<file path="config.mk">
export PLATFORM = sky130hd
export DESIGN_NAME = lvl_irq_arb
export DESIGN_NICKNAME = d
export VERILOG_FILES = /design/src/rtl/lvl_arb_pkg.sv /design/src/rtl/lvl_prio_enc.sv /design/src/rtl/ext_req_next.sv /design/src/rtl/lvl_irq_arb.sv
export SDC_FILE = /design/constraint.sdc
export NUM_CORES = 1
export LEC_CHECK = 0
export ABC_AREA = 1
export BUFFER_PORTS_ARGS = -buffer_cell sky130_fd_sc_hd__buf_2
export CORE_MARGIN = 4
export CORE_UTILIZATION = 39
export CTS_CLUSTER_DIAMETER = 200
export CTS_CLUSTER_SIZE = 30
export DETAILED_ROUTE_END_ITERATION = 16
export GPL_TIMING_DRIVEN = 0
export MAX_ROUTING_LAYER = met4
export PLACE_DENSITY_LB_ADDON = 0.08
export SYNTH_ARGS = -nofsm -noshare
export SYNTH_HDL_FRONTEND = slang
export SYNTH_SLANG_ARGS = --single-unit
</file>
<file path="constraint.sdc">
create_clock -name clk_i -period 2 [get_ports clk_i]
set_clock_uncertainty 0.15 [all_clocks]
set_input_delay 0.3 -clock clk_i [delete_from_list [all_inputs] [get_ports clk_i]]
set_output_delay 0.3 -clock clk_i [all_outputs]
set_load 0.1 [all_outputs]
</file>
<file path="src/rtl/lvl_arb_pkg.sv">
package lvl_arb_pkg;
  localparam int unsigned NUM_LVL  = 15;
  localparam int unsigned LVL_W    = $clog2(NUM_LVL + 1);
  localparam int unsigned CODE_W   = 8;
  localparam logic [CODE_W-1:0] EXT_BASE = 8'h10;
endpackage

</file>
<file path="src/rtl/lvl_prio_enc.sv">
module lvl_prio_enc #(
  parameter int unsigned NUM_LVL = lvl_arb_pkg::NUM_LVL,
  parameter int unsigned LVL_W   = lvl_arb_pkg::LVL_W
) (
  input  logic [NUM_LVL:0]  level_i,
  output logic              any_o,
  output logic [LVL_W-1:0]  idx_o
);
  // bit 0 carries no level
  logic [NUM_LVL:1] hit;

  for (genvar g = 1; g <= NUM_LVL; g++) begin : g_hit
    if (g == NUM_LVL) begin : g_top
      assign hit[g] = level_i[g];
    end else begin : g_low
      assign hit[g] = level_i[g] & ~(|level_i[NUM_LVL:g+1]);
    end
  end

  always_comb begin
    idx_o = '0;
    for (int i = 1; i <= NUM_LVL; i++) begin
      if (hit[i]) idx_o = LVL_W'(i);
    end
  end

  assign any_o = |level_i[NUM_LVL:1];
endmodule

</file>
<file path="src/rtl/ext_req_next.sv">
module ext_req_next #(
  parameter int unsigned CODE_W = lvl_arb_pkg::CODE_W,
  parameter int unsigned LVL_W  = lvl_arb_pkg::LVL_W,
  parameter logic [CODE_W-1:0] EXT_BASE = lvl_arb_pkg::EXT_BASE
) (
  input  logic [CODE_W-1:0] pend_i,
  input  logic              irq_i,
  input  logic              any_i,
  input  logic [LVL_W-1:0]  idx_i,
  input  logic              clr_i,
  input  logic              sync_vld_i,
  input  logic [CODE_W-1:0] sync_code_i,
  output logic [CODE_W-1:0] pend_d_o,
  output logic              irq_d_o,
  output logic              chg_d_o,
  output logic              ext_cls_o
);
  localparam int unsigned CLS_W = CODE_W - LVL_W;

  logic [CODE_W-1:0] cand;

  assign ext_cls_o = pend_i[CODE_W-1:LVL_W] == EXT_BASE[CODE_W-1:LVL_W];
  assign cand      = {EXT_BASE[CODE_W-1:LVL_W], idx_i};

  always_comb begin
    pend_d_o = pend_i;
    irq_d_o  = irq_i;
    chg_d_o  = 1'b0;
    if (clr_i) begin
      pend_d_o = '0;
      irq_d_o  = 1'b0;
    end else if (sync_vld_i) begin
      pend_d_o = sync_code_i;
      irq_d_o  = 1'b0;
    end else if (any_i && (pend_i == '0 || ext_cls_o)) begin
      if (cand != pend_i) begin
        pend_d_o = cand;
        irq_d_o  = 1'b1;
        chg_d_o  = 1'b1;
      end
    end else if (!any_i && ext_cls_o) begin
      pend_d_o = '0;
      irq_d_o  = 1'b0;
    end
  end

  logic [CLS_W-1:0] unused_cls;
  assign unused_cls = '0;
endmodule

</file>
<file path="src/rtl/lvl_irq_arb.sv">
module lvl_irq_arb #(
  parameter int unsigned NUM_LVL = lvl_arb_pkg::NUM_LVL,
  parameter int unsigned LVL_W   = lvl_arb_pkg::LVL_W,
  parameter int unsigned CODE_W  = lvl_arb_pkg::CODE_W,
  parameter logic [CODE_W-1:0] EXT_BASE = lvl_arb_pkg::EXT_BASE
) (
  input  logic              clk_i,
  input  logic              rst_ni,
  input  logic [NUM_LVL:0]  level_i,
  input  logic              sync_vld_i,
  input  logic [CODE_W-1:0] sync_code_i,
  input  logic              clr_i,
  output logic [CODE_W-1:0] pend_code_o,
  output logic              irq_o,
  output logic              chg_o
);
  logic              any;
  logic [LVL_W-1:0]  idx;
  logic [CODE_W-1:0] pend_q, pend_d;
  logic              irq_q, irq_d, chg_q, chg_d, ext_cls;

  lvl_prio_enc #(.NUM_LVL(NUM_LVL), .LVL_W(LVL_W)) u_enc (
    .level_i (level_i),
    .any_o   (any),
    .idx_o   (idx)
  );

  ext_req_next #(.CODE_W(CODE_W), .LVL_W(LVL_W), .EXT_BASE(EXT_BASE)) u_nxt (
    .pend_i      (pend_q),
    .irq_i       (irq_q),
    .any_i       (any),
    .idx_i       (idx),
    .clr_i       (clr_i),
    .sync_vld_i  (sync_vld_i),
    .sync_code_i (sync_code_i),
    .pend_d_o    (pend_d),
    .irq_d_o     (irq_d),
    .chg_d_o     (chg_d),
    .ext_cls_o   (ext_cls)
  );

  always_ff @(posedge clk_i or negedge rst_ni) begin
    if (!rst_ni) begin
      pend_q <= '0;
      irq_q  <= 1'b0;
      chg_q  <= 1'b0;
    end else begin
      pend_q <= pend_d;
      irq_q  <= irq_d;
      chg_q  <= chg_d;
    end
  end

  assign pend_code_o = pend_q;
  assign irq_o       = irq_q;
  assign chg_o       = chg_q;


  irq_ext_chk: assert property (@(posedge clk_i) disable iff (!rst_ni)
    irq_q |-> (pend_q[CODE_W-1:LVL_W] == EXT_BASE[CODE_W-1:LVL_W]));

  chg_moved_chk: assert property (@(posedge clk_i) disable iff (!rst_ni)
    chg_q |-> (irq_q && pend_q != $past(pend_q)));

  sync_hold_chk: assert property (@(posedge clk_i) disable iff (!rst_ni)
    (pend_q != '0 && !ext_cls && !clr_i && !sync_vld_i) |=> ($stable(pend_code_o) && !chg_o));

  clr_empty_chk: assert property (@(posedge clk_i) disable iff (!rst_ni)
    clr_i |=> (pend_code_o == '0 && !irq_o));

  withdraw_chk: assert property (@(posedge clk_i) disable iff (!rst_ni)
    (ext_cls && !any && !clr_i && !sync_vld_i) |=> (pend_code_o == '0 && !irq_o && !chg_o));
endmodule

</file>
* Word level (Yosys, flattened, before mapping) *
Index checks and enable logic that the tools add are counted.
W data, S select, Z words.

operators by class
  eq/ne operators = 3
  muxes and demuxes = 29
  bitwise operators = 28
  reductions and logical operators = 21

operator list
  kind                  number
  $mux W4               14
  $mux W8               5
  $reduce_or A15 Y1     1
  $and A1 B1 Y1         14
  $not A1 Y1            14
  $reduce_or A14 Y1     1
  $reduce_or A13 Y1     1
  $reduce_or A12 Y1     1
  $reduce_or A11 Y1     1
  $mux W1               10
  $reduce_or A10 Y1     1
  $reduce_or A9 Y1      1
  $logic_not A8 Y1      1
  $ne A5 B8 Y1          1
  $reduce_or A8 Y1      1
  $reduce_or A7 Y1      1
  $reduce_or A6 Y1      1
  $reduce_or A5 Y1      1
  $eq A4 B1 Y1 const B  1
  $ne A4 B4 Y1 const B  1
  $reduce_bool A4 Y1    1
  $reduce_or A4 Y1      1
  $reduce_or A3 Y1      1
  $logic_and A1 B1 Y1   2
  4 further kinds       4

storage, ports and cells
  register bits after elaboration = 10
  bits of input ports = 28
  output and inout bits = 10

* Depth between registers and ports, before layout *
  word-level depth = 23
  depth in mapped cells = 14
  gate-level depth less buffers = 14

* By module *
Synthesis repeated with hierarchy kept, for this count alone.

second synthesis, totals
  cells, all modules = 125
  area, all modules = 838.3 um2

modules (own cells, without submodules)
  module        instances  cells an instance  area each (um2)  sequential area each (um2)
  ext_req_next  1          75                 367.9            0.0
  lvl_irq_arb   1          10                 250.2            250.2
  lvl_prio_enc  1          40                 220.2            0.0

* Worst setup path before layout *
Ideal clock, no wire load.

  kind = flip-flop to flip-flop
  start = reg pend_q[7] (netlist: pend_code_o[7])
  end = reg pend_q[4] (netlist: pend_code_o[4])
  arrival time = 2.040 ns
  data required time = 1.782 ns
  path slack = -0.258 ns
  cell stages (with the launch flop) = 10
  buffers on the path = 0
  period minus slack after synthesis = 2.258 ns
  cells stage by stage = dfrtp_1 -> nor3_1 -> nand2_1 -> nor3_2 -> nand3_1 -> nor2_2 -> nand3_2 -> nand2_4 -> nand3_1 -> nand2_1

on the way
  cells in the longest elaborated chain, start to end = 6
  elaborated cells between the ends (all ways) = 12

ends and longest elaborated chain
  what                                              RTL line                                text
  from (decl)                                       lvl_irq_arb.sv:19                       logic [CODE_W-1:0] pend_q, pend_d;
  from (signal assigned)                            lvl_irq_arb.sv:48                       pend_q <= pend_d;
  $logic_not A8 Y1 or $eq A4 B1 Y1 (tied branches)  ext_req_next.sv:35, ext_req_next.sv:22
  $logic_or A1 B1 Y1                                ext_req_next.sv:35                      end else if (any_i && (pend_i == '0 || ext_cls_o)) begin
  $logic_and A1 B1 Y1                               ext_req_next.sv:35
  $mux W8                                           ext_req_next.sv:35
  $mux W8                                           ext_req_next.sv:32                      end else if (sync_vld_i) begin
  $mux W8                                           ext_req_next.sv:29                      if (clr_i) begin

Parallel ways exist; a longest one is shown, timed or not.
A chain may end at the register's enable or synchronous reset.

* Worst setup path in the final report *
  start = reg pend_q[7] (netlist: pend_code_o[7])
  end = reg pend_q[0] (netlist: pend_code_o[0])

Same word-level chain as after synthesis.

==> run metrics <==
register area roughly 270 µm²; register area share after synthesis between 20 and 30%; CP max stage delay 0.50 ns; Layout area overhead 38.8%; Initial Utilization between 40% and 50%; Post-synth EDFFs 0; Die Wd about 56 µm; final setup violation count 0; Detail Placement HPWL approximately 1900 µm; TritonCTS Buffers 3; Fmax 527 MHz; Top delay family on crit path simple AND/OR/NAND/NOR gates; Main synth FF type dfrtp_1; worst-skew pair later-pin latency around 0.27 ns; gr usage total between 10% and 20%; Placed Area 1110 µm²; IO Port Bufs 36; Min-Delay Path Depth 3; Async SR Flop Fraction 100%; Remaining DRCs 0; ant diodes 0; Final Max Tran Viols 0; CTS sink count 10; Routed Antenna Nets 0; vias in the first global route about 870; largest net degree at the start of global routing 11; RSZ-0062 raised after global routing yes; Critical Path Fanout Max 5; H-tree depth 1; r2r startpoint pend_code_o[7]; Mapped Nets 159; Internal 408 µW; drt first pass iters 4; core area just over 2000 µm²; Root Buffer Master clkbuf_4; Switching Fraction between 40% and 50%; WL per Instance 11.5 µm; critical setup path kind flip-flop to flip-flop; Worst VDD drop ~0.00053 V; clock power share between 20 and 30%; Synth warnings 0; minimum clock period 1.90 ns; Hold Crit Endpoint pend_code_o[5]; CP cell instances nor3_4 -> inv_1 -> o21ai_1 -> nand2_1 -> nor2_2 -> nand2_2 -> inv_4 -> nand4_4 -> nand3_1 -> nand2_1; Critical R2R Capture pend_code_o[0]; worst slew pin tran a little under 0.5 ns; CP required approximately 2.0 ns; critical path launch point pend_code_o[7]; Via density a little under 5; Iter 0 DRT Violations 26; mean post-synth cell area roughly 6.7 µm²; Worst Path Buf+Inv 2; relative slew slack 67.2%; Final Instance Area about 1200 µm²; Reg2Reg Setup Slack around 0.10 ns; sequential share of power approximately 33%; CP max stage cell dfrtp_4; maximum capacitance violations 0; Pwr per Cell Area 599 nW/µm²; antenna violations before repair 0; die area ~3100 µm²; Worst Path Arrival about 1.9 ns; crit path launch type flip-flop; Clock Path Buffers 2; Worst R2R Path Depth 10; Ports 38; GRT overflow 0; clock slew at reported path FFs about 0.070 ns; area of the multi-input gates just over 600 µm²; TritonCTS clock tree done; num rows 16; crit path capture type flip-flop; synthesized area between 800 and 900 µm²; HP Start sync_code_i[5]; nets about 200; DR vias just under 1,000; CP most frequent cell nand2_1; Distinct cells, synth 25; leakage ~0.65 nW; sw power ~320 µW; Die Ht approximately 56 µm; combinational power share 42.1%; TNS Setup 0 ns; post-synthesis instance total approximately 130; drt total wl ~2300 µm; status finished, final reports clean; share of layout cells above drive strength 1 approximately 44%; filler cell count 216; Fin. Hold Viols 0; period utilization a little over nine tenths; GPL Wtd Cong around 0.79; Hold Crit Class input port to flip-flop; #FFs+latches synth 10; first-pass GRT wire length 3880 µm
[Yosys cell counts (2+ instances only)]
cell / instances / area, µm²
nor2_4: 3 / 33.8
nor2_1: 8 / 30.0
inv_2: 4 / 15.0
o21ai_0: 3 / 15.0
nor2_2: 3 / 18.8
inv_1: 14 / 52.6
nor3_1: 3 / 15.0
nand2_4: 2 / 22.5
nand3_1: 20 / 100
nand3_2: 3 / 30.0
nand2_1: 39 / 146
a21oi_1: 2 / 10.0
nand3b_1: 2 / 15.0
dfrtp_1: 10 / 250
nand4_1: 4 / 25.0
nand2_2: 2 / 12.5
[state kept, by name (all words and copies together), names as in the netlist]
signal,count
pend_code_o,8
chg_o,1
irq_o,1
[layout make-up]
class	count	share of cell area [%]
multi-input cells	104	50.7
flip-flops and latches	10	21.7
repair buffers	38	16.2
inverters	18	5.73
clock buffers	4	2.97
well taps	27	2.76
[layer usage]
layer / vias to the layer above / wire length, µm / global-route usage, %
met3: 2 / 179 / 4.66
met2: 39 / 1000 / 21.8
met4: 0 / 13 / 3.13
met5: - / 0 / -
li1: 514 / - / -
met1: 420 / 1110 / 23.3
[timing repair]
action | in CTS | in global routing
buffers inserted | 0 | 1
endpoints found under the setup margin | 3 | 9
cloned | 0 | 1
endpoints found under the hold margin | 10 | 0
gates resized for setup | 1 | 10
pin swaps | 0 | 8
hold buffers | 1 | 0
[layout by cell type (no fill, tap or decap), types with 2 or more instances in the layout]
cell,count
a21oi_1,2
buf_2,36
clkbuf_4,3
dfrtp_1,2
dfrtp_2,6
dfrtp_4,2
inv_1,14
inv_2,3
nand2_1,37
nand2_2,5
nand2_4,2
nand3_1,18
nand3_2,4
nand3b_1,2
nand4_1,4
nor2_1,7
nor2_2,3
nor2_4,4
nor3_1,2
o21ai_0,2
o21ai_1,2
[power groups by stage]
stage / combinational, mW / sequential (mW) / clock [mW]
floorplan: 0.0933 / 0.363 / 0
global placement: 0.288 / 0.243 / 0
detailed placement: 0.291 / 0.244 / 0
CTS: 0.294 / 0.240 / 0.189
global route: 0.332 / 0.244 / 0.201
finish: 0.308 / 0.241 / 0.183
[how the worst max path moves through the flow]
| stage | to | slack [ns] | cells after the start |
|---|---|---|---|
| floorplan | pend_code_o[4] | 0.06 | 9 |
| detailed placement | pend_code_o[0] | 0.004 | 10 |
| finish | pend_code_o[0] | 0.10 | 10 |
| CTS | pend_code_o[0] | 0.02 | 10 |
| global route | pend_code_o[0] | -0.02 | 10 |
| global placement | pend_code_o[1] | 0.05 | 14 |
[tightest hold or removal path: stages]
cell and delay (ns):
buf_2 0.07, nand2_1 0.04, nand2_1 0.05
[through the flow]
step / util (%) / setup slack [ns] / total power, mW / hold WS, ns / cells
floorplan: - / 0.0577 / 0.456 / -0.146 / 131
global placement: 54.1 / 0.0464 / 0.531 / 0.0182 / 194
detailed placement: 54.1 / 0.00425 / 0.534 / 0.0249 / 194
CTS: 56.6 / 0.0205 / 0.723 / 0.0744 / 199
global route: 59.3 / -0.0187 / 0.777 / 0.0628 / 201
finish: 59.3 / 0.102 / 0.732 / 0.0806 / 201
[cell families after synthesis]
logic type             share of synthesized area [%]
AO/OA/AOI/OAI                                   5.82
AND/OR/NAND/NOR                                 58.1
flip-flops                                      28.4
buffers and inverters                           7.67
Power figures use the tool's default switching activity.
